## src/rtl/bank_seq_pkg.sv

```systemverilog
package bank_seq_pkg;
  typedef struct packed {
    logic loadOp;  // capture operation parameters
    logic issue;   // pending element goes out this cycle
  } seqStrobe_t;
endpackage

```

## src/rtl/bank_seq_ctrl.sv

```systemverilog
module bank_seq_ctrl
  import bank_seq_pkg::*;
#(
  parameter int CNT_W = 8
) (
  input  logic             clk,
  input  logic             rstN,
  input  logic             startPulse,
  input  logic [CNT_W-1:0] elemCount,
  input  logic             targetFree,
  output seqStrobe_t       strobe,
  output logic [CNT_W-1:0] elemIdx,
  output logic             stallFlag,
  output logic             doneFlag
);
  logic             active;
  logic [CNT_W-1:0] lastIdx;

  always_comb begin
    strobe.loadOp = startPulse && !active;
    strobe.issue  = active && targetFree;
    stallFlag     = active && !targetFree;
  end

  always_ff @(posedge clk) begin
    if (!rstN) begin
      active   <= 1'b0;
      elemIdx  <= '0;
      lastIdx  <= '0;
      doneFlag <= 1'b0;
    end else begin
      doneFlag <= 1'b0;
      if (strobe.loadOp) begin
        active   <= (elemCount != '0);
        elemIdx  <= '0;
        lastIdx  <= elemCount - 1'b1;
        doneFlag <= (elemCount == '0);
      end else if (strobe.issue) begin
        if (elemIdx == lastIdx) begin
          active   <= 1'b0;
          doneFlag <= 1'b1;
        end else begin
          elemIdx <= elemIdx + 1'b1;
        end
      end
    end
  end

  AST_DONE_PULSE: assert property (@(posedge clk) disable iff (!rstN)
    doneFlag |=> !doneFlag);
  AST_STALL_HOLDS_IDX: assert property (@(posedge clk) disable iff (!rstN)
    (stallFlag && !startPulse) |=> $stable(elemIdx));
  AST_START_IGNORED: assert property (@(posedge clk) disable iff (!rstN)
    (active && startPulse && !targetFree) |=> $stable(elemIdx));
  AST_NO_STALL_DONE: assert property (@(posedge clk) disable iff (!rstN)
    !(stallFlag && doneFlag));
endmodule

```

## src/rtl/bank_seq_datapath.sv

```systemverilog
module bank_seq_datapath
  import bank_seq_pkg::*;
#(
  parameter int NUM_BANKS   = 4,
  parameter int ADDR_W      = 12,
  parameter int BUSY_CYCLES = 3
) (
  input  logic                               clk,
  input  logic                               rstN,
  input  seqStrobe_t                         strobe,
  input  logic [ADDR_W-1:0]                  baseAddr,
  input  logic [ADDR_W-1:0]                  strideWords,
  output logic                               targetFree,
  output logic [NUM_BANKS-1:0]               bankReq,
  output logic [NUM_BANKS*(ADDR_W-$clog2(NUM_BANKS))-1:0] bankAddr
);
  localparam int BANK_W = $clog2(NUM_BANKS);
  localparam int ROW_W  = ADDR_W - BANK_W;
  localparam int BUSY_W = $clog2(BUSY_CYCLES + 1);
  localparam logic [BUSY_W-1:0] RELOAD = BUSY_W'(BUSY_CYCLES - 1);

  logic [ADDR_W-1:0] curAddr;
  logic [ADDR_W-1:0] strideReg;
  logic [BANK_W-1:0] targetBank;
  logic [ROW_W-1:0]  targetRow;
  logic [NUM_BANKS-1:0] bankIdle;

  assign targetBank = curAddr[BANK_W-1:0];
  assign targetRow  = curAddr[ADDR_W-1:BANK_W];
  assign targetFree = bankIdle[targetBank];

  always_ff @(posedge clk) begin
    if (!rstN) begin
      curAddr   <= '0;
      strideReg <= '0;
    end else if (strobe.loadOp) begin
      curAddr   <= baseAddr;
      strideReg <= strideWords;
    end else if (strobe.issue) begin
      curAddr <= curAddr + strideReg;
    end
  end

  for (genvar g = 0; g < NUM_BANKS; g++) begin : gBank
    logic [BUSY_W-1:0] busyCnt;
    logic              hit;
    assign hit         = strobe.issue && (targetBank == BANK_W'(g));
    assign bankIdle[g] = (busyCnt == '0);
    assign bankReq[g]  = hit;
    assign bankAddr[g*ROW_W +: ROW_W] = hit ? targetRow : '0;

    always_ff @(posedge clk) begin
      if (!rstN)              busyCnt <= '0;
      else if (hit)           busyCnt <= RELOAD;
      else if (busyCnt != '0) busyCnt <= busyCnt - 1'b1;
    end

    if (BUSY_CYCLES > 1) begin : gGap
      AST_BANK_GAP: assert property (@(posedge clk) disable iff (!rstN)
        bankReq[g] |=> !bankReq[g]);
    end
  end

  AST_ONE_REQ: assert property (@(posedge clk) disable iff (!rstN)
    $onehot0(bankReq));
  AST_ADDR_HOLD: assert property (@(posedge clk) disable iff (!rstN)
    (!strobe.issue && !strobe.loadOp) |=> $stable(curAddr));
  AST_ADDR_STEP: assert property (@(posedge clk) disable iff (!rstN)
    (strobe.issue && !strobe.loadOp) |=> (curAddr == $past(curAddr) + strideReg));
endmodule

```

## src/rtl/strided_bank_sequencer.sv

```systemverilog
module strided_bank_sequencer
  import bank_seq_pkg::*;
#(
  parameter int NUM_BANKS   = 4,
  parameter int ADDR_W      = 12,
  parameter int CNT_W       = 8,
  parameter int BUSY_CYCLES = 3
) (
  input  logic                                            clk,
  input  logic                                            rstN,
  input  logic                                            startPulse,
  input  logic [ADDR_W-1:0]                               baseAddr,
  input  logic [ADDR_W-1:0]                               strideWords,
  input  logic [CNT_W-1:0]                                elemCount,
  output logic [NUM_BANKS-1:0]                            bankReq,
  output logic [NUM_BANKS*(ADDR_W-$clog2(NUM_BANKS))-1:0] bankAddr,
  output logic [CNT_W-1:0]                                elemIdx,
  output logic                                            stallFlag,
  output logic                                            doneFlag
);
  seqStrobe_t strobe;
  logic       targetFree;

  bank_seq_ctrl #(.CNT_W(CNT_W)) uCtrl (
    .clk(clk), .rstN(rstN), .startPulse(startPulse), .elemCount(elemCount),
    .targetFree(targetFree), .strobe(strobe), .elemIdx(elemIdx),
    .stallFlag(stallFlag), .doneFlag(doneFlag)
  );

  bank_seq_datapath #(.NUM_BANKS(NUM_BANKS), .ADDR_W(ADDR_W),
                      .BUSY_CYCLES(BUSY_CYCLES)) uData (
    .clk(clk), .rstN(rstN), .strobe(strobe), .baseAddr(baseAddr),
    .strideWords(strideWords), .targetFree(targetFree),
    .bankReq(bankReq), .bankAddr(bankAddr)
  );

  AST_STALL_NO_REQ: assert property (@(posedge clk) disable iff (!rstN)
    stallFlag |-> (bankReq == '0));
endmodule

```

## config.mk

```make
export PLATFORM = sky130hd
export DESIGN_NAME = strided_bank_sequencer
export DESIGN_NICKNAME = d
export VERILOG_FILES = /design/src/rtl/bank_seq_pkg.sv /design/src/rtl/bank_seq_ctrl.sv /design/src/rtl/bank_seq_datapath.sv /design/src/rtl/strided_bank_sequencer.sv
export SDC_FILE = /design/constraint.sdc
export NUM_CORES = 1
export LEC_CHECK = 0
export CORE_UTILIZATION = 39
export CTS_CLUSTER_SIZE = 12
export DETAILED_ROUTE_END_ITERATION = 8
export DONT_BUFFER_PORTS = 1
export PLACE_DENSITY = 0.66
export SLEW_MARGIN = 20
export SYNTH_ARGS = -nofsm -noshare
export SYNTH_HDL_FRONTEND = slang
export SYNTH_SLANG_ARGS = --single-unit
export TNS_END_PERCENT = 20
```

## constraint.sdc

```tcl
create_clock -name clk -period 2 [get_ports clk]
set_input_delay 0.2 -clock clk [delete_from_list [all_inputs] [get_ports clk]]
set_output_delay 0.2 -clock clk [all_outputs]
set_load 0.02 [all_outputs]
```

==> Word-level counts from Yosys, hierarchy flattened <==
Index checks and enable logic that the tools add are counted.
{ "word_totals": {"wordCells": 83, "output_inout_bits": 54, "inputBits": 35, "regBits": 50} }
{ "classes": {"n_mux": 22, "magnitude_cmp": 1, "eq_ne": 4, "n_addsub": 7, "bitwise": 2, "reduce_logical": 33} }
{ "op_table": {"columns": ["operator", "count"], "rows": [
  ["two-way mux 10 bit", 4],
  ["two-way mux 12 bit", 2],
  ["nonzero test 2 bit", 10],
  ["two-way mux 2 bit", 8],
  ["adder 12 bit", 1],
  ["zero test 2 bit", 5],
  ["OR reduction 2 bit", 5],
  ["adder 8 x 1 -> 8 bit (second input constant)", 1],
  ["== test 8 bit", 1],
  ["zero test 8 bit", 1],
  ["nonzero test 8 bit", 1],
  ["subtractor 2 x 1 -> 2 bit (second input constant)", 4],
  ["subtractor 8 x 1 -> 8 bit (second input constant)", 1],
  ["logical AND 1 bit", 7],
  ["two-way mux 1 bit", 7],
  ["== test 2 bit (second input constant)", 2],
  ["AND reduction 2 bit", 2],
  ["less-than comparator 2 x 3 -> 1 bit (second input constant)", 1],
  ["binary-select mux 1 bit (select 2 bit)", 1],
  ["== test 2 x 1 -> 1 bit (second input constant)", 1],
  ["zero test 1 bit", 2],
  ["inverter 1 bit", 2]
]} }

==> Logic depth before layout (Yosys ltp) <==
{ "depth": {"word_depth": 6, "ltp_mapped": 9} }

==> Hierarchy <==
Synthesis repeated with hierarchy kept, for this count alone.
{ "hier_totals": {"cells_unflattened": 366, "hier_area_um2": 3049.2} }
{ "by_module_without_submodules": {"columns": ["mod", "cells_each", "seq_area_each_um2", "area_per_inst_um2", "n_inst"], "rows": [
  ["bank_seq_datapath", 248, 640.6, 2043.2, 1],
  ["bank_seq_ctrl", 118, 360.3, 1006.0, 1]
]} }

==> Least setup slack after synthesis <==
No wires, ideal clock.
{ "synth_timing": {"path_type": "register -> register", "startpoint": "reg uData.curAddr[6]", "endpoint": "reg uData.curAddr[11]", "required_ns": 1.873, "path_buffers": 0, "path_slack_ns": -0.015, "period_less_slack_ns": 2.015, "stages_incl_launch_ff": 8, "t_arrival_ns": 1.887, "setup_time_ns": 0.127, "cell_sequence": "dfxtp_1 ha_1 a21o_1 a221oi_2 mux2i_1 a31o_1 o21ai_1 or3b_1"} }
{ "synth_via": {"elab_chain_cells": 3} }
{ "synth_lines": {"columns": ["element", "line_no", "source"], "rows": [
  ["start, declared", "bank_seq_datapath.sv:22", "logic [ADDR_W-1:0] curAddr;"],
  ["start signal, assigned", "bank_seq_datapath.sv:37", "curAddr <= baseAddr;"],
  ["start signal, assigned", "bank_seq_datapath.sv:40", "curAddr <= curAddr + strideReg;"],
  ["adder 12 bit", "bank_seq_datapath.sv:40", null],
  ["two-way mux 12 bit", "bank_seq_datapath.sv:39", "end else if (strobe.issue) begin"],
  ["two-way mux 12 bit", "bank_seq_datapath.sv:36", "end else if (strobe.loadOp) begin"]
]} }
Every way passes these cells. The select of a mux whose other input is x is not followed.
A chain may end at the register's enable or synchronous reset.

==> Worst setup path in the final report <==
{ "layout_timing": {"startpoint": "reg uData.curAddr[1]", "endpoint": "reg uData.curAddr[11]"} }
{ "layout_via": {"elab_chain_cells": 4, "elab_cells_between_ends": 7, "cone_classes": "1 x add/sub; 4 x mux; 2 x reduce/logical"} }
{ "layout_lines": {"columns": ["element"], "rows": [
  ["parallel branches: the longest is 4 deep, another holds adder 12 bit"]
]} }
Several ways; the timed one is not identified. The select of a mux whose other input is x is not followed.

==> results.yml <==
setup_path:
  crit_path_start_kind: "register"
  r2r_cells: 7
  crit_path_start: "uData.curAddr[1]"
  end_kind: "register"
  r2r-end: "uData.curAddr[11]"
  cp_num_buf_inv: 0
  regToRegSetupSlack_ps: -110
  cp.depth: 7
  worstPathRequired_ps: 2200
  cp-endpoint: "uData.curAddr[11]"
  crit_type: "register to register"
  worstPathArrival_ps: 2310
  worst_path_largest_cell_delay_ps: 420
  path_common_cell: "o21ai_1"
  critPathMaxFanout: 4
  path_delay_family: "simple AND/OR/NAND/NOR gates"
  r2r-start: "uData.curAddr[1]"
  worst_path_max_delay_cell: "or3b_4"
  path_cells: "ha_4, a211oi_4, o21ai_1, or3b_4, a31o_1, o21ai_1, or3b_1"
pwr:
  swShare_pct: 33.1
  pwr-share-comb_pct: 28.7
  p_leak_nw: 1.65
  power.internal_mw: 1.65
  p_seq_share_pct: 45.8
  p_clk_share_pct: 25.5
  peakVddDrop_v: 0.000270
  power_density_nw_per_um2: 617
  p_sw_mw: 0.819
grt:
  grt_pass1_wl_um: 13300
  grt_antenna_before_repair: 0
  grt_use_total_pct: 19.9
  overflow: 0
  grt_pass1_vias: 2824
  grt_start_max_net_pins: 32
floorplanning:
  start_util_pct: 40.5
  dieWidth_um: 91.8
  io-pin-count: 89
  core_um2: 7770
  row_count: 32
  dieArea_um2: 8430
  die_height_um: 91.8
logic_synthesis:
  ys_ff_latch: 50
  synthXorXnorAreaFrac_pct: 6.68
  syn_area_um2: 3150
  muxShareOfSynthArea_pct: 1.67
  synthAdderAreaFrac_pct: 6.20
  synth_top_family_by_area: "simple AND/OR/NAND/NOR gates"
  synth_compound_area_share_pct: 17.2
  synthCells: 384
  synth-simple-area-share_pct: 30.5
  ys_async_sr_fraction_pct: 0
  synth_edf_count: 0
  synth_flop_cell: "dfxtp_1"
  yosysWarningCount: 0
  synth_seq_area_share_pct: 31.8
  syn_nets: 434
  yosys.cell_types.count: 56
  syn_area_per_cell_um2: 8.19
job:
  cap_violations: 0
placed_design:
  place_hpwl_um: 5860
  port_buffers: 0
  place.gp.congestion: 0.859
  place_ws_ps: -198
routing:
  ant_nets: 0
  wl_per_cell_um: 16.1
  dr.pass1.iters: 6
  remaining_drc_errors: 0
  drt_iter0_drc: 99
  totalWireLength_um: 8500
  num_vias: 2871
  viasPerCell: 5.44
sta:
  fin_skew_ps: 6.76
  setup_viol: 28
  finalCritPeriodShare_pct: 106
  max_slew.worst_pin.slew_ps: 597
  maxSlewHeadroom_pct: 59.6
  max_clock_freq_mhz: 474
  layout_min_cycle_time_ps: 2110
  hold_viol: 0
  finalSetupTns_ps: -1930
  worst_slack_ps: -112
  rsz0062_at_grt: "true"
  worst_hold_slack_ps: 7.12
  drv_slew: 0
cts:
  worstSkewPairLatency_ps: 310
  cts_buffers: 5
  clockBufferDepth: 2
  cts_root_buf: "clkbuf_8"
  cts_tree: "built"
  htreeDepth: 2
  clk_pin_slew_ps: 100
  clock-sinks: 50
layout:
  diodes: 0
  multi_input_area_um2: 2290
  area_delta_synth_final_pct: 27.3
  fin_nets: 475
  seq_area_um2: 1010
  nFillCells: 737
  layout-drive-gt1-share_pct: 33.6
status:
  violations: "setup timing"
  status: "finished with violations"
min_path:
  min_path_type: "primary input to register"
  holdPathStages: 2
worst min path at each step:
stage | start | slack [ps] | endpoint
2_1_floorplan | baseAddr[1] | 330 | uData.curAddr[1]
4_1_cts | rstN | 3 | uCtrl.lastIdx[7]
6_report | strideWords[3] | 7 | uData.strideReg[3]
3_5_place_dp | rstN | 330 | uData.curAddr[6]
5_1_grt | rstN | -3 | uCtrl.lastIdx[6]
3_3_place_gp | rstN | 330 | uData.curAddr[6]
power groups by stage:
stage	combinational [mW]	clock [mW]	sequential (mW)
final	0.709	0.631	1.13
after global routing	0.780	0.695	1.14
after CTS	0.659	0.643	1.12
after detailed placement	0.591	0	1.14
after global placement	0.577	0	1.14
after floorplan	0.419	0	1.14
stage by stage:
step | area [um2] | total power, mW | std cells | util, %
after floorplan | 3180 | 1.56 | 384 | -
after global placement | 3520 | 1.71 | 510 | 45.3
after detailed placement | 3520 | 1.73 | 510 | 45.3
after CTS | 3840 | 2.42 | 527 | 49.5
after global routing | 4010 | 2.61 | 528 | 51.6
final | 4010 | 2.47 | 528 | 51.6
cells in the mapped netlist, types with 2 or more instances:
cell      number  area [um2]
and2_1        40         250
a211oi_1       2        15.0
buf_2          2        10.0
dfxtp_1       50        1000
mux2i_1        3        30.0
inv_1         10        37.5
xnor2_1       21         184
nand2b_1       3        18.8
ha_1          14         175
o21ai_1        3        15.0
nand3_1        9        45.0
or3_1          5        31.3
nor2b_1        9        56.3
clkbuf_8       3        41.3
a311oi_1       5        43.8
a21boi_0       6        45.0
and3b_1        4        35.0
nand4_1        2        12.5
nand2_1       63         236
or3b_1         2        17.5
buf_4          4        30.0
o211ai_1       4        30.0
a21oi_1       22         110
and3_4         3        33.8
o21ai_0        7        35.0
clkbuf_1      10        37.5
o211a_1        9        90.1
a21o_1         5        37.5
nor4b_1        3        26.3
nor2_1        25        93.8
xor2_1         3        26.3
nor3_1         9        45.0
state kept, by name, indices dropped and copies added, names as in the netlist:
signal               count
uData.gBank.busyCnt      8
uCtrl.doneFlag           1
uData.curAddr           12
uCtrl.lastIdx            8
uCtrl.elemIdx            8
uCtrl.active             1
uData.strideReg         12
routing by layer:
layer / part of all wire (%) / global-route usage, % / up-vias
met5: 0 / 0 / -
met4: 1.2 / 5.34 / 0
met3: 6.2 / 4.15 / 9
met2: 50 / 35.6 / 90
met1: 43 / 24.0 / 1369
li1: - / - / 1403
area by class of cell:
type                       instances  share of cell area [%]
multi-input combinational        304                    57.1
clock inverter                     3                   0.593
sequential                        50                    25.3
inverter                          11                    1.09
timing repair buffer              53                    11.0
clock buffer                       5                    1.72
tap                              102                    3.19
placed cells by master (no fill, tap or decap), types with 6 or more instances in the layout:
master	netlist	routed
a21boi_0	6	6
a21oi_1	22	20
and2_4	1	38
buf_4	4	46
dfxtp_1	50	42
dfxtp_2	0	7
ha_1	14	6
ha_4	0	8
inv_1	10	10
nand2_1	63	63
nand3_1	9	9
nor2_1	25	25
nor2b_1	9	7
nor3_1	9	7
o211a_1	9	9
xnor2_1	21	21
cells by family after synthesis:
family | after synthesis
xor+xnor | 24
fa+ha+maj | 15
compound gates | 75
flops | 50
mux | 4
simple gates | 184
buf+inv | 32
timing repair:
| action | CTS | global route |
|---|---|---|
| setup endpoints to repair | 48 | 52 |
| pin swaps | 20 | 34 |
| resized for setup | 76 | 41 |
| gates cloned | 2 | 0 |
| endpoints found under the hold margin | 3 | 0 |
| buffers inserted | 6 | 1 |
| hold buffers | 1 | 0 |
(Power assumes the default switching activity.)
